### config.mk
export PLATFORM = sky130hd
export DESIGN_NAME = arb_leaf_ackreq
export DESIGN_NICKNAME = d
export VERILOG_FILES = /design/src/rtl/rra_pkg.sv /design/src/rtl/arb_token_ring.sv /design/src/rtl/arb_prio_slice.sv /design/src/rtl/arb_leaf_ackreq.sv
export SDC_FILE = /design/constraint.sdc
export NUM_CORES = 1
export LEC_CHECK = 0
export BUFFER_PORTS_ARGS = -buffer_cell sky130_fd_sc_hd__buf_4
export CAP_MARGIN = 20
export CORE_AREA = 5 5 42 44
export DETAILED_ROUTE_END_ITERATION = 16
export DIE_AREA = 0 0 47 49
export GPL_TIMING_DRIVEN = 0
export SETUP_SLACK_MARGIN = 0.3
export SYNTH_ARGS = -nofsm -noshare
export SYNTH_HDL_FRONTEND = slang
export SYNTH_HIERARCHICAL = 1
export SYNTH_SLANG_ARGS = --single-unit
export TNS_END_PERCENT = 50
### constraint.sdc
create_clock -name clk -period 1.1 [get_ports clk]
set_input_delay 0.165 -clock clk [delete_from_list [all_inputs] [get_ports clk]]
set_output_delay 0.165 -clock clk [all_outputs]
set_load 0.005 [all_outputs]
### src/rtl/rra_pkg.sv
package rra_pkg;

  localparam int unsigned MAX_REQ = 32;

  typedef logic [MAX_REQ-1:0] req_vec_t;

  // mask with the low n lanes set
  function automatic req_vec_t lane_mask(int unsigned n);
    if (n >= MAX_REQ) return '1;
    return (req_vec_t'(1) << n) - req_vec_t'(1);
  endfunction

  // move lane s down to lane 0 within an n-lane ring
  function automatic req_vec_t rotate_down(req_vec_t v, int unsigned s, int unsigned n);
    if (s == 0) return v & lane_mask(n);
    return ((v >> s) | (v << (n - s))) & lane_mask(n);
  endfunction

  // move lane 0 up to lane s within an n-lane ring
  function automatic req_vec_t rotate_up(req_vec_t v, int unsigned s, int unsigned n);
    if (s == 0) return v & lane_mask(n);
    return ((v << s) | (v >> (n - s))) & lane_mask(n);
  endfunction

  // keep only the lowest set bit
  function automatic req_vec_t lowest_one(req_vec_t v);
    return v & (~v + req_vec_t'(1));
  endfunction

endpackage

### src/rtl/arb_token_ring.sv
module arb_token_ring
  import rra_pkg::*;
#(
  parameter int unsigned NUM_REQ = 4
) (
  input  logic               clk,
  input  logic               rst_n,
  input  logic               step_i,
  output logic [NUM_REQ-1:0] token_o
);

  logic [NUM_REQ-1:0] token_q;

  always_ff @(posedge clk or negedge rst_n) begin
    if (!rst_n) begin
      token_q <= NUM_REQ'(1);
    end else if (step_i) begin
      token_q <= NUM_REQ'(rotate_up(req_vec_t'(token_q), 1, NUM_REQ));
    end
  end

  assign token_o = token_q;

  // exactly one token position at all times
  a_r6_token_onehot: assert property (@(posedge clk) disable iff (!rst_n)
    $onehot(token_q));

  // a step moves the token one place up, wrapping at the top
  a_r6_token_step: assert property (@(posedge clk) disable iff (!rst_n)
    step_i |=> token_q == (($past(token_q) << 1) | ($past(token_q) >> (NUM_REQ - 1))));

  // no step, no movement
  a_r7_token_hold: assert property (@(posedge clk) disable iff (!rst_n)
    !step_i |=> $stable(token_q));

endmodule

### src/rtl/arb_prio_slice.sv
module arb_prio_slice
  import rra_pkg::*;
#(
  parameter int unsigned NUM_REQ = 4,
  parameter int unsigned START   = 0
) (
  input  logic               en_i,
  input  logic [NUM_REQ-1:0] req_i,
  output logic [NUM_REQ-1:0] grant_o
);

  localparam int unsigned SHIFT = START % NUM_REQ;

  logic [NUM_REQ-1:0] seen_w;
  logic [NUM_REQ-1:0] first_w;

  // view the requests with lane SHIFT at the bottom
  assign seen_w  = NUM_REQ'(rotate_down(req_vec_t'(req_i), SHIFT, NUM_REQ));
  assign first_w = NUM_REQ'(lowest_one(req_vec_t'(seen_w)));
  assign grant_o = en_i ? NUM_REQ'(rotate_up(req_vec_t'(first_w), SHIFT, NUM_REQ))
                        : '0;

endmodule

### src/rtl/arb_leaf_ackreq.sv
module arb_leaf_ackreq
  import rra_pkg::*;
#(
  parameter int unsigned NUM_REQ = 4
) (
  input  logic               clk,
  input  logic               rst_n,
  input  logic [NUM_REQ-1:0] req_in,
  output logic               up_req,
  input  logic               ack_in,
  output logic [NUM_REQ-1:0] grant_out
);

  if (NUM_REQ < 2 || NUM_REQ > MAX_REQ) begin : g_bad_width
    $error("arb_leaf_ackreq: NUM_REQ out of range");
  end

  logic [NUM_REQ-1:0] token_w;
  logic [NUM_REQ-1:0] slice_grant [NUM_REQ];
  logic [NUM_REQ-1:0] arb_pick;
  logic               adv_token;

  // upward request uses only the request inputs: no path from ack_in
  assign up_req    = |req_in;
  assign adv_token = ack_in & up_req;

  arb_token_ring #(.NUM_REQ(NUM_REQ)) u_ring (
    .clk     (clk),
    .rst_n   (rst_n),
    .step_i  (adv_token),
    .token_o (token_w)
  );

  for (genvar k = 0; k < NUM_REQ; k++) begin : g_slice
    arb_prio_slice #(.NUM_REQ(NUM_REQ), .START(k)) u_slice (
      .en_i    (token_w[k]),
      .req_i   (req_in),
      .grant_o (slice_grant[k])
    );
  end

  always_comb begin
    arb_pick = '0;
    for (int k = 0; k < NUM_REQ; k++) begin
      arb_pick = arb_pick | slice_grant[k];
    end
  end

  assign grant_out = ack_in ? arb_pick : '0;

  // any grant implies the upward request was raised
  a_r1_grant_has_upreq: assert property (@(posedge clk) disable iff (!rst_n)
    (|grant_out) |-> up_req);

  // no acknowledge, no grant
  a_r2_ack_gate: assert property (@(posedge clk) disable iff (!rst_n)
    !ack_in |-> grant_out == '0);

  // at most one grant, only to a requester
  a_r3_onehot0: assert property (@(posedge clk) disable iff (!rst_n)
    $onehot0(grant_out));

  a_r3_only_requesters: assert property (@(posedge clk) disable iff (!rst_n)
    (grant_out & ~req_in) == '0);

  // acknowledged pending request always yields a winner
  a_r4_served: assert property (@(posedge clk) disable iff (!rst_n)
    (ack_in && (req_in != '0)) |-> $onehot(grant_out));

  // the winner comes from the slice the token enables
  a_r4_single_slice: assert property (@(posedge clk) disable iff (!rst_n)
    $countones(arb_pick) == ((req_in != '0) ? 1 : 0));

endmodule

==> results of run 1 <==
==> final timing paths <==
path	slack [ns]	cells past startpoint	to	from
worst max register to register	0.15	2	u_ring/token_o[1]$_DFFE_PN0P_	u_ring/token_o[1]$_DFFE_PN0P_
worst max-delay path	-0.41	4	grant_out[3]	u_ring/token_o[0]$_DFFE_PN1P_
worst min-delay path	0.25	2	u_ring/token_o[3]$_DFFE_PN0P_	rst_n
worst min register to register	0.59	1	u_ring/token_o[2]$_DFFE_PN0P_	u_ring/token_o[2]$_DFFE_PN0P_
min in group clk	0.49	3	u_ring/token_o[2]$_DFFE_PN0P_	ack_in
max in group asynchronous	0.65	2	u_ring/token_o[0]$_DFFE_PN1P_	rst_n
==> report_power, final <==
part	internal, µW	switching (µW)	total, µW	leakage, µW
Clock	136	60.7	197	0.0000150
Combinational	45.8	39.7	85.5	0.000216
Sequential	148	0	148	0.0000489
Total	330	100	430	0.000280
==> logic make-up (layout without fill, tap and decap cells) <==
logic type / after synthesis / after routing
AOI/OAI and AO/OA: 5 / 5
buffers and inverters: 4 / 21
DFF: 4 / 4
muxes: 4 / 4
and+or+nand+nor: 21 / 21
==> repair_timing <==
action	4_1_cts	5_1_grt
hold endpoints to repair	4	0
gates resized for setup	9	3
pin swaps	6	3
setup buffers	1	0
setup endpoints to repair	9	9
hold buffers	1	0
==> placed cells by master (no fill, tap or decap), types with 2 or more instances in the layout <==
master / netlist / final
and2_4: 0 / 3
nand2b_4: 4 / 4
nor4b_4: 4 / 4
nor2_1: 4 / 3
inv_1: 4 / 4
o41a_1: 5 / 5
mux2_2: 4 / 2
mux2_4: 0 / 2
nor3b_1: 4 / 3
clkbuf_4: 0 / 3
buf_6: 0 / 2
buf_4: 0 / 9
dfrtp_2: 0 / 2
==> per-layer routing <==
layer / wire (µm) / vias up / track usage, %
met5: 0 / - / 0
met4: 0 / 0 / 6.91
met3: 60 / 0 / 2.21
met2: 423 / 9 / 11.8
met1: 451 / 153 / 12.6
li1: - / 178 / -
==> critical path, stage by stage, from the launching register on <==
cell      delay [ns]
dfstp_2         0.56
nand2b_4        0.08
nor4b_4         0.20
o41a_1          0.17
buf_4           0.10
==> area by class of cell <==
type	count	share of cell area (%)
Tap cell	16	3.14
Inverter	4	2.35
Multi-Input combinational cell	30	55.3
Clock buffer	4	4.12
Sequential cell	4	16.3
Timing Repair Buffer	13	18.8
==> stage by stage <==
step | total power [µW] | cells | worst slack [ns]
finish | 430 | 71 | -0.413
global placement | 223 | 65 | -0.217
detailed placement | 223 | 65 | -0.213
floorplan | 175 | 38 | -0.0594
CTS | 442 | 71 | -0.439
global route | 469 | 71 | -0.493
==> impl_metrics.tcl, run 1 <==
set metrics [dict create \
    syn_inst 38 \
    cp.arrival_ns 1.35 \
    die_area_mm2 0.00230 \
    vias 340 \
    numPortBuffers 11 \
    synth_area_per_cell_um2 11.9 \
    yosysTopAreaCell "nor4b_4" \
    maxCapViolCount 0 \
    grt_overflow 0 \
    async_flop_share_pct 100 \
    slew_headroom_pct 85.3 \
    grt_pass1_vias 332 \
    yosysSeqAreaShare_pct 22.5 \
    setup_viol 5 \
    final_util_pct 45.5 \
    multiInputGateArea_um2 353 \
    cts_root_buf "clkbuf_4" \
    violations "negative setup slack" \
    synth_top_family_by_area "simple AND/OR/NAND/NOR gates" \
    layout-drive-gt1-share_pct 65.5 \
    finalHoldViolations 0 \
    cp-start-kind "register" \
    cp-end-kind "primary output" \
    dr.pass1.iters 4 \
    ant_nets 0 \
    cts_sinks 4 \
    drc 0 \
    fin_setup_tns_ns -1.63 \
    min_period_ns 1.51 \
    synth-compound-area-share_pct 12.5 \
    grtUsageTotal_pct 9.18 \
    rsz0062_at_grt "true" \
    outcome "finished with violations" \
    ctsLongestPathBuffers 2 \
    final_nets 63 \
    clkLatencyLatePin_ns 0.23 \
    ios 12 \
    synth_edf_count 0 \
    fin_area_um2 638 \
    syn-num-nets 45 \
    vdd.ir_drop.worst_mv 0.488 \
    synth.area.top_cells "nor4b_4 21%, dfrtp_1 17%, o41a_1 13%" \
    fin_hold_ws_ns 0.254 \
    gp_congestion 0.647 \
    start_util_pct 32.1 \
    core_mm2 0.00140 \
    grt_max_degree 11 \
    seqCellArea_um2 104 \
    cts-htree-levels 1 \
    die_y_um 49 \
    largest_reg_flops 4 \
    ys_types 11 \
    antenna_cells 0 \
    std_cell_rows 14 \
    power.leakage_uw 0.000280 \
    initialDrtViolationCount 4 \
    clock_skew_ns 0.00453 \
    vias_per_cell 4.79 \
    dpl_cell_area_um2 556 \
    path_clk_slew_ns 0.04 \
    wl_per_cell_um 13.2 \
    critPathMaxFanout 4 \
    required_ns 0.94 \
    critical_path_class "reg2out" \
    muxShareOfSynthArea_pct 10.0 \
    synth_most_common_cell "o41a_1" \
    yosys.area_share.simple_pct 51.7 \
    max_freq_mhz 661 \
    synth.top_cell.area_share_pct 21.1 \
    die_w_um 47 \
    yosysWarnings 6 \
    synth_ff_type "dfrtp_1" \
    antenna_found_initial 0 \
    synth_xor_xnor_area_share_pct 0 \
    fill_cells 140 \
    finalWorstSetupSlack_ns -0.413 \
    drt_wl_total_um 935 \
    worst_pin_slew_ns 0.220 \
    cts_buffers 3 \
    area_growth_pct 41.7 \
    place_hpwl_um 672 \
    cts_tree "yes" \
    hp-class "in2async" \
    grt_pass1_wl_um 1460 \
    ys_ff_latch 4 \
    slew_violations 0 \
    period_share_pct 138 \
    power.density_mw_per_mm2 675 \
    synth_fa_ha_area_share_pct 0 \
    netlist_area_um2 450 \
]
Note: power is estimated with default switching activity, not from simulation.
==> run 2, diff against run 1 <==
BUFFER_PORTS_ARGS = -buffer_cell sky130_fd_sc_hd__buf_2   (was -buffer_cell sky130_fd_sc_hd__buf_4)
PLACE_DENSITY = 0.57   (was unset)
clock period = 1.8 ns   (was 1.1 ns; I/O delays follow)
==> run 2 against run 1 <==
  * The run now ends clean
  * Via count grew 4.7%
  * Global-route usage down 1.0 points
  * Wire length is 5.1% lower
  * Count of clock-buffer cells in the layout unchanged
  * Sequential cell count unchanged
  * Clock skew is 0.0055 ns higher
  * Sequential power decreased by 39%
  * First-iteration DRC count down 25%
  * Largest power group unchanged
==> impl_metrics.tcl, run 2 (synthesized netlist as in run 1, its figures left out) <==
set metrics [dict create \
    ctsLongestPathBuffers 2 \
    p_seq_share_pct 35.7 \
    drc 0 \
    path_clk_slew_ns 0.04 \
    vdd.ir_drop.worst_mv 0.473 \
    initialDrtViolationCount 3 \
    grt_pass1_wl_um 1400 \
    power.leakage_uw 0.000270 \
    ios 12 \
    critPathMaxFanout 4 \
    area_growth_pct 31.1 \
    start_util_pct 32.1 \
    antenna_cells 0 \
    die_area_mm2 0.00230 \
    largest_reg_flops 4 \
    outcome "completed" \
    period_share_pct 89.8 \
    cp.arrival_ns 1.35 \
    clkLatencyLatePin_ns 0.24 \
    min_period_ns 1.62 \
    clock_skew_ns 0.0101 \
    core_mm2 0.00140 \
    power.total_uw 254 \
    cts_sinks 4 \
    finalHoldViolations 0 \
    final_nets 64 \
    die_w_um 47 \
    slew_violations 0 \
    place_hpwl_um 691 \
    slew_headroom_pct 84.0 \
    layout-drive-gt1-share_pct 64.3 \
    die_y_um 49 \
    required_ns 1.53 \
    cts-htree-levels 1 \
    pwr-share-clk_pct 47.7 \
    setup_viol 0 \
    maxCapViolCount 0 \
    rsz0062_at_grt "true" \
    critical_path_class "reg2out" \
    fin_setup_tns_ns 0 \
    grt_max_degree 11 \
    gp_congestion 0.716 \
    antenna_found_initial 0 \
    hp-class "in2async" \
    worst_pin_slew_ns 0.240 \
    cts_buffers 3 \
    grt_pass1_vias 324 \
    power_frac_comb_pct 16.7 \
    numPortBuffers 11 \
    p_int_uw 193 \
    wl_per_cell_um 12.3 \
    ant_nets 0 \
    power.density_mw_per_mm2 430 \
    layout_commonest_cell "buf_2" \
    grt_overflow 0 \
    vias_per_cell 4.94 \
    final_util_pct 42.1 \
    dr.pass1.iters 2 \
    std_cell_rows 14 \
    mostFrequentLayoutCells "11 x buf_2, 5 x o41a_1" \
    drt_wl_total_um 887 \
    switching_power_uw 60.8 \
    cts_root_buf "clkbuf_4" \
    p_sw_share_pct 24.0 \
    grtUsageTotal_pct 8.18 \
    cp-end-kind "primary output" \
    max_freq_mhz 618 \
    cts_tree "yes" \
    r2r_cells 2 \
    fill_cells 146 \
    vias 356 \
    cp-start-kind "register" \
]
==> run 2: metrics by stage <==
step / cell area (µm²) / std cells / setup slack (ns) / hold WS (ns)
finish: 591 / 72 / 0.183 / 0.363
global route: 591 / 72 / 0.119 / 0.389
CTS: 584 / 72 / 0.163 / 0.360
detailed placement: 526 / 65 / 0.237 / 0.0780
global placement: 526 / 65 / 0.238 / 0.0786
floorplan: 450 / 38 / 0.515 / -0.0256
==> run 2: area by class of cell <==
class                   instances  area, µm²  area share (%)
flip-flops and latches          4        103            17.4
well taps                      16       20.0            3.39
multi-input cells              30        347            58.7
inverters                       4       15.0            2.54
repair buffers                 14       80.1            13.6
clock buffers                   4       26.3            4.45
==> run 2: repair_timing <==
item,CTS,global route
setup buffers,2,0
gates resized for setup,3,2
hold endpoints to repair,3,0
pin swaps,4,0
hold buffers,1,0
endpoints found under the setup margin,4,4
==> run 2: worst paths after layout <==
| check | start | end | slack (ns) |
|---|---|---|---|
| worst max register to register | u_ring/token_o[2]$_DFFE_PN0P_ | u_ring/token_o[3]$_DFFE_PN0P_ | 0.88 |
| min in group clk | u_ring/token_o[1]$_DFFE_PN0P_ | u_ring/token_o[2]$_DFFE_PN0P_ | 0.57 |
| worst max-delay path | u_ring/token_o[1]$_DFFE_PN0P_ | grant_out[3] | 0.18 |
| max in group asynchronous | rst_n | u_ring/token_o[0]$_DFFE_PN1P_ | 1.22 |
| worst min-delay path | rst_n | u_ring/token_o[3]$_DFFE_PN0P_ | 0.36 |
| worst min register to register | u_ring/token_o[1]$_DFFE_PN0P_ | u_ring/token_o[2]$_DFFE_PN0P_ | 0.57 |
==> run 2: worst max-delay path, stage by stage (launching register included) <==
cell      delay, ns
dfrtp_2        0.42
nand2b_4       0.10
nor3b_2        0.05
o41a_1         0.41
buf_2          0.13
==> run 2: routing by layer <==
metal | part of all wire, % | wire length, µm | vias up | global-route usage, %
met5 | 0 | 0 | - | 0
met4 | 0 | 0 | 0 | 1.38
met3 | 7.4 | 66 | 0 | 4.43
met2 | 44 | 386 | 11 | 11.8
met1 | 49 | 434 | 166 | 10.8
li1 | - | - | 179 | -
==> run 2: power by group through the flow <==
stage	clock, µW	sequential, µW	combinational (µW)
2_1_floorplan	0	91.6	15.3
3_3_place_gp	0	91.6	40.3
3_5_place_dp	0	91.6	40.3
4_1_cts	125	90.4	42.7
5_1_grt	133	90.3	46.2
6_report	121	90.4	42.3
==> run 3, diff against run 2 <==
GPL_TIMING_DRIVEN = 1   (was 0)
==> run 3 against run 2 <==
  * Non-clock buffer count is the same
  * Highest routed layer unchanged
  * Largest power group unchanged
  * Final cell count is the same
  * Clock power shrank 3%
  * Critical path depth shrank 1
  * Critical path type unchanged
  * Global-route usage grew 0.93 points
  * Sequential cell count is the same
==> impl_metrics.tcl, run 3 (synthesized netlist as in run 1, its figures left out) <==
set metrics [dict create \
    outcome "completed" \
    grtUsageTotal_pct 9.11 \
    antenna_cells 0 \
    rsz0062_at_grt "true" \
    setup_viol 0 \
    top_layer "met3" \
    vdd.ir_drop.worst_mv 0.289 \
    fill_cells 136 \
    grt_max_degree 11 \
    critPathMaxFanout 3 \
    dr_wl_met3_um 63 \
    grt_overflow 0 \
    path_clk_slew_ns 0.04 \
    mostFrequentLayoutCells "11 x buf_2, 5 x o41a_1" \
    period_share_pct 91.9 \
    cp-end-kind "primary output" \
    fin_hold_ws_ns 0.370 \
    grt_pass1_vias 340 \
    layout_commonest_cell "buf_2" \
    dr.pass1.iters 2 \
    cts_buffers 3 \
    place_hpwl_um 687 \
    maxCapViolCount 0 \
    slew_headroom_pct 84.4 \
    die_y_um 49 \
    final_nets 64 \
    drt_wl_total_um 923 \
    finalHoldViolations 0 \
    cts-htree-levels 1 \
    vias_per_cell 4.94 \
    ctsLongestPathBuffers 2 \
    start_util_pct 32.1 \
    max_freq_mhz 604 \
    cts_tree "yes" \
    hp-class "in2async" \
    wl_met2_um 438 \
    multiInputGateArea_um2 344 \
    min_period_ns 1.65 \
    vias 356 \
    layout-drive-gt1-share_pct 64.3 \
    final_util_pct 42.0 \
    wl_per_cell_um 12.8 \
    std_cell_rows 14 \
    initialDrtViolationCount 2 \
    cp-start-kind "register" \
    cts_root_buf "clkbuf_4" \
    power.leakage_uw 0.000269 \
    area_growth_pct 30.6 \
    cts_sinks 4 \
    r2r_cells 2 \
    grt_pass1_wl_um 1550 \
    clkLatencyLatePin_ns 0.23 \
    numPortBuffers 11 \
    fin_setup_tns_ns 0 \
    cp.arrival_ns 1.38 \
    required_ns 1.53 \
    seqCellArea_um2 103 \
    die_w_um 47 \
    ant_nets 0 \
    power.density_mw_per_mm2 425 \
    clock_skew_ns 0.00826 \
    die_area_mm2 0.00230 \
    core_mm2 0.00140 \
    ios 12 \
    slew_violations 0 \
    power.total_uw 250 \
    wl_met1_um 421 \
    critical_path_class "reg2out" \
    antenna_found_initial 0 \
    worst_pin_slew_ns 0.234 \
    finalWorstSetupSlack_ns 0.146 \
    gp_congestion 0.762 \
    largest_reg_flops 4 \
    drc 0 \
    place_ws_ns 0.249 \
]
-- run 3: power by group --
group	switching (µW)	internal [µW]
combinational	23.3	19.1
sequential	0	90.5
clock	34.3	83.0
total	57.6	193
-- run 3: worst max-delay path, cell delays in order (launching register included) --
cell and delay [ns]:
dfrtp_1 0.41, and2_2 0.19, o41a_1 0.42, buf_2 0.13
-- run 3: path summary, 6_finish.rpt --
path | start | end | slack (ns)
worst max-delay path | u_ring/token_o[2]$_DFFE_PN0P_ | grant_out[2] | 0.15
worst min-delay path | rst_n | u_ring/token_o[3]$_DFFE_PN0P_ | 0.37
worst max register to register | u_ring/token_o[2]$_DFFE_PN0P_ | u_ring/token_o[2]$_DFFE_PN0P_ | 0.85
worst min register to register | u_ring/token_o[1]$_DFFE_PN0P_ | u_ring/token_o[1]$_DFFE_PN0P_ | 0.60
max in group asynchronous | rst_n | u_ring/token_o[0]$_DFFE_PN1P_ | 1.22
min in group clk | u_ring/token_o[1]$_DFFE_PN0P_ | u_ring/token_o[1]$_DFFE_PN0P_ | 0.60
-- run 3: routing by layer --
metal,global-route usage (%),up-vias
li1,-,182
met1,13.1,165
met2,12.2,9
met3,2.58,0
met4,4.15,0
met5,0,-
-- run 3: area by class of cell --
| class | count | area share, % |
|---|---|---|
| repair buffers | 14 | 13.6 |
| flip-flops and latches | 4 | 17.4 |
| clock buffers | 4 | 4.47 |
| inverters | 4 | 2.55 |
| well taps | 16 | 3.40 |
| multi-input cells | 30 | 58.5 |
-- run 3: timing repair --
action | 4_1_cts | 5_1_grt
gates resized for setup | 3 | 2
pin swaps | 4 | 3
setup endpoints to repair | 4 | 4
setup buffers | 2 | 0
endpoints found under the hold margin | 3 | 0
hold buffers | 1 | 0
-- run 3: stage by stage --
step | instances | cell area [µm²]
floorplan | 38 | 450
detailed placement | 65 | 526
global route | 72 | 588
finish | 72 | 588
CTS | 72 | 584
global placement | 65 | 526
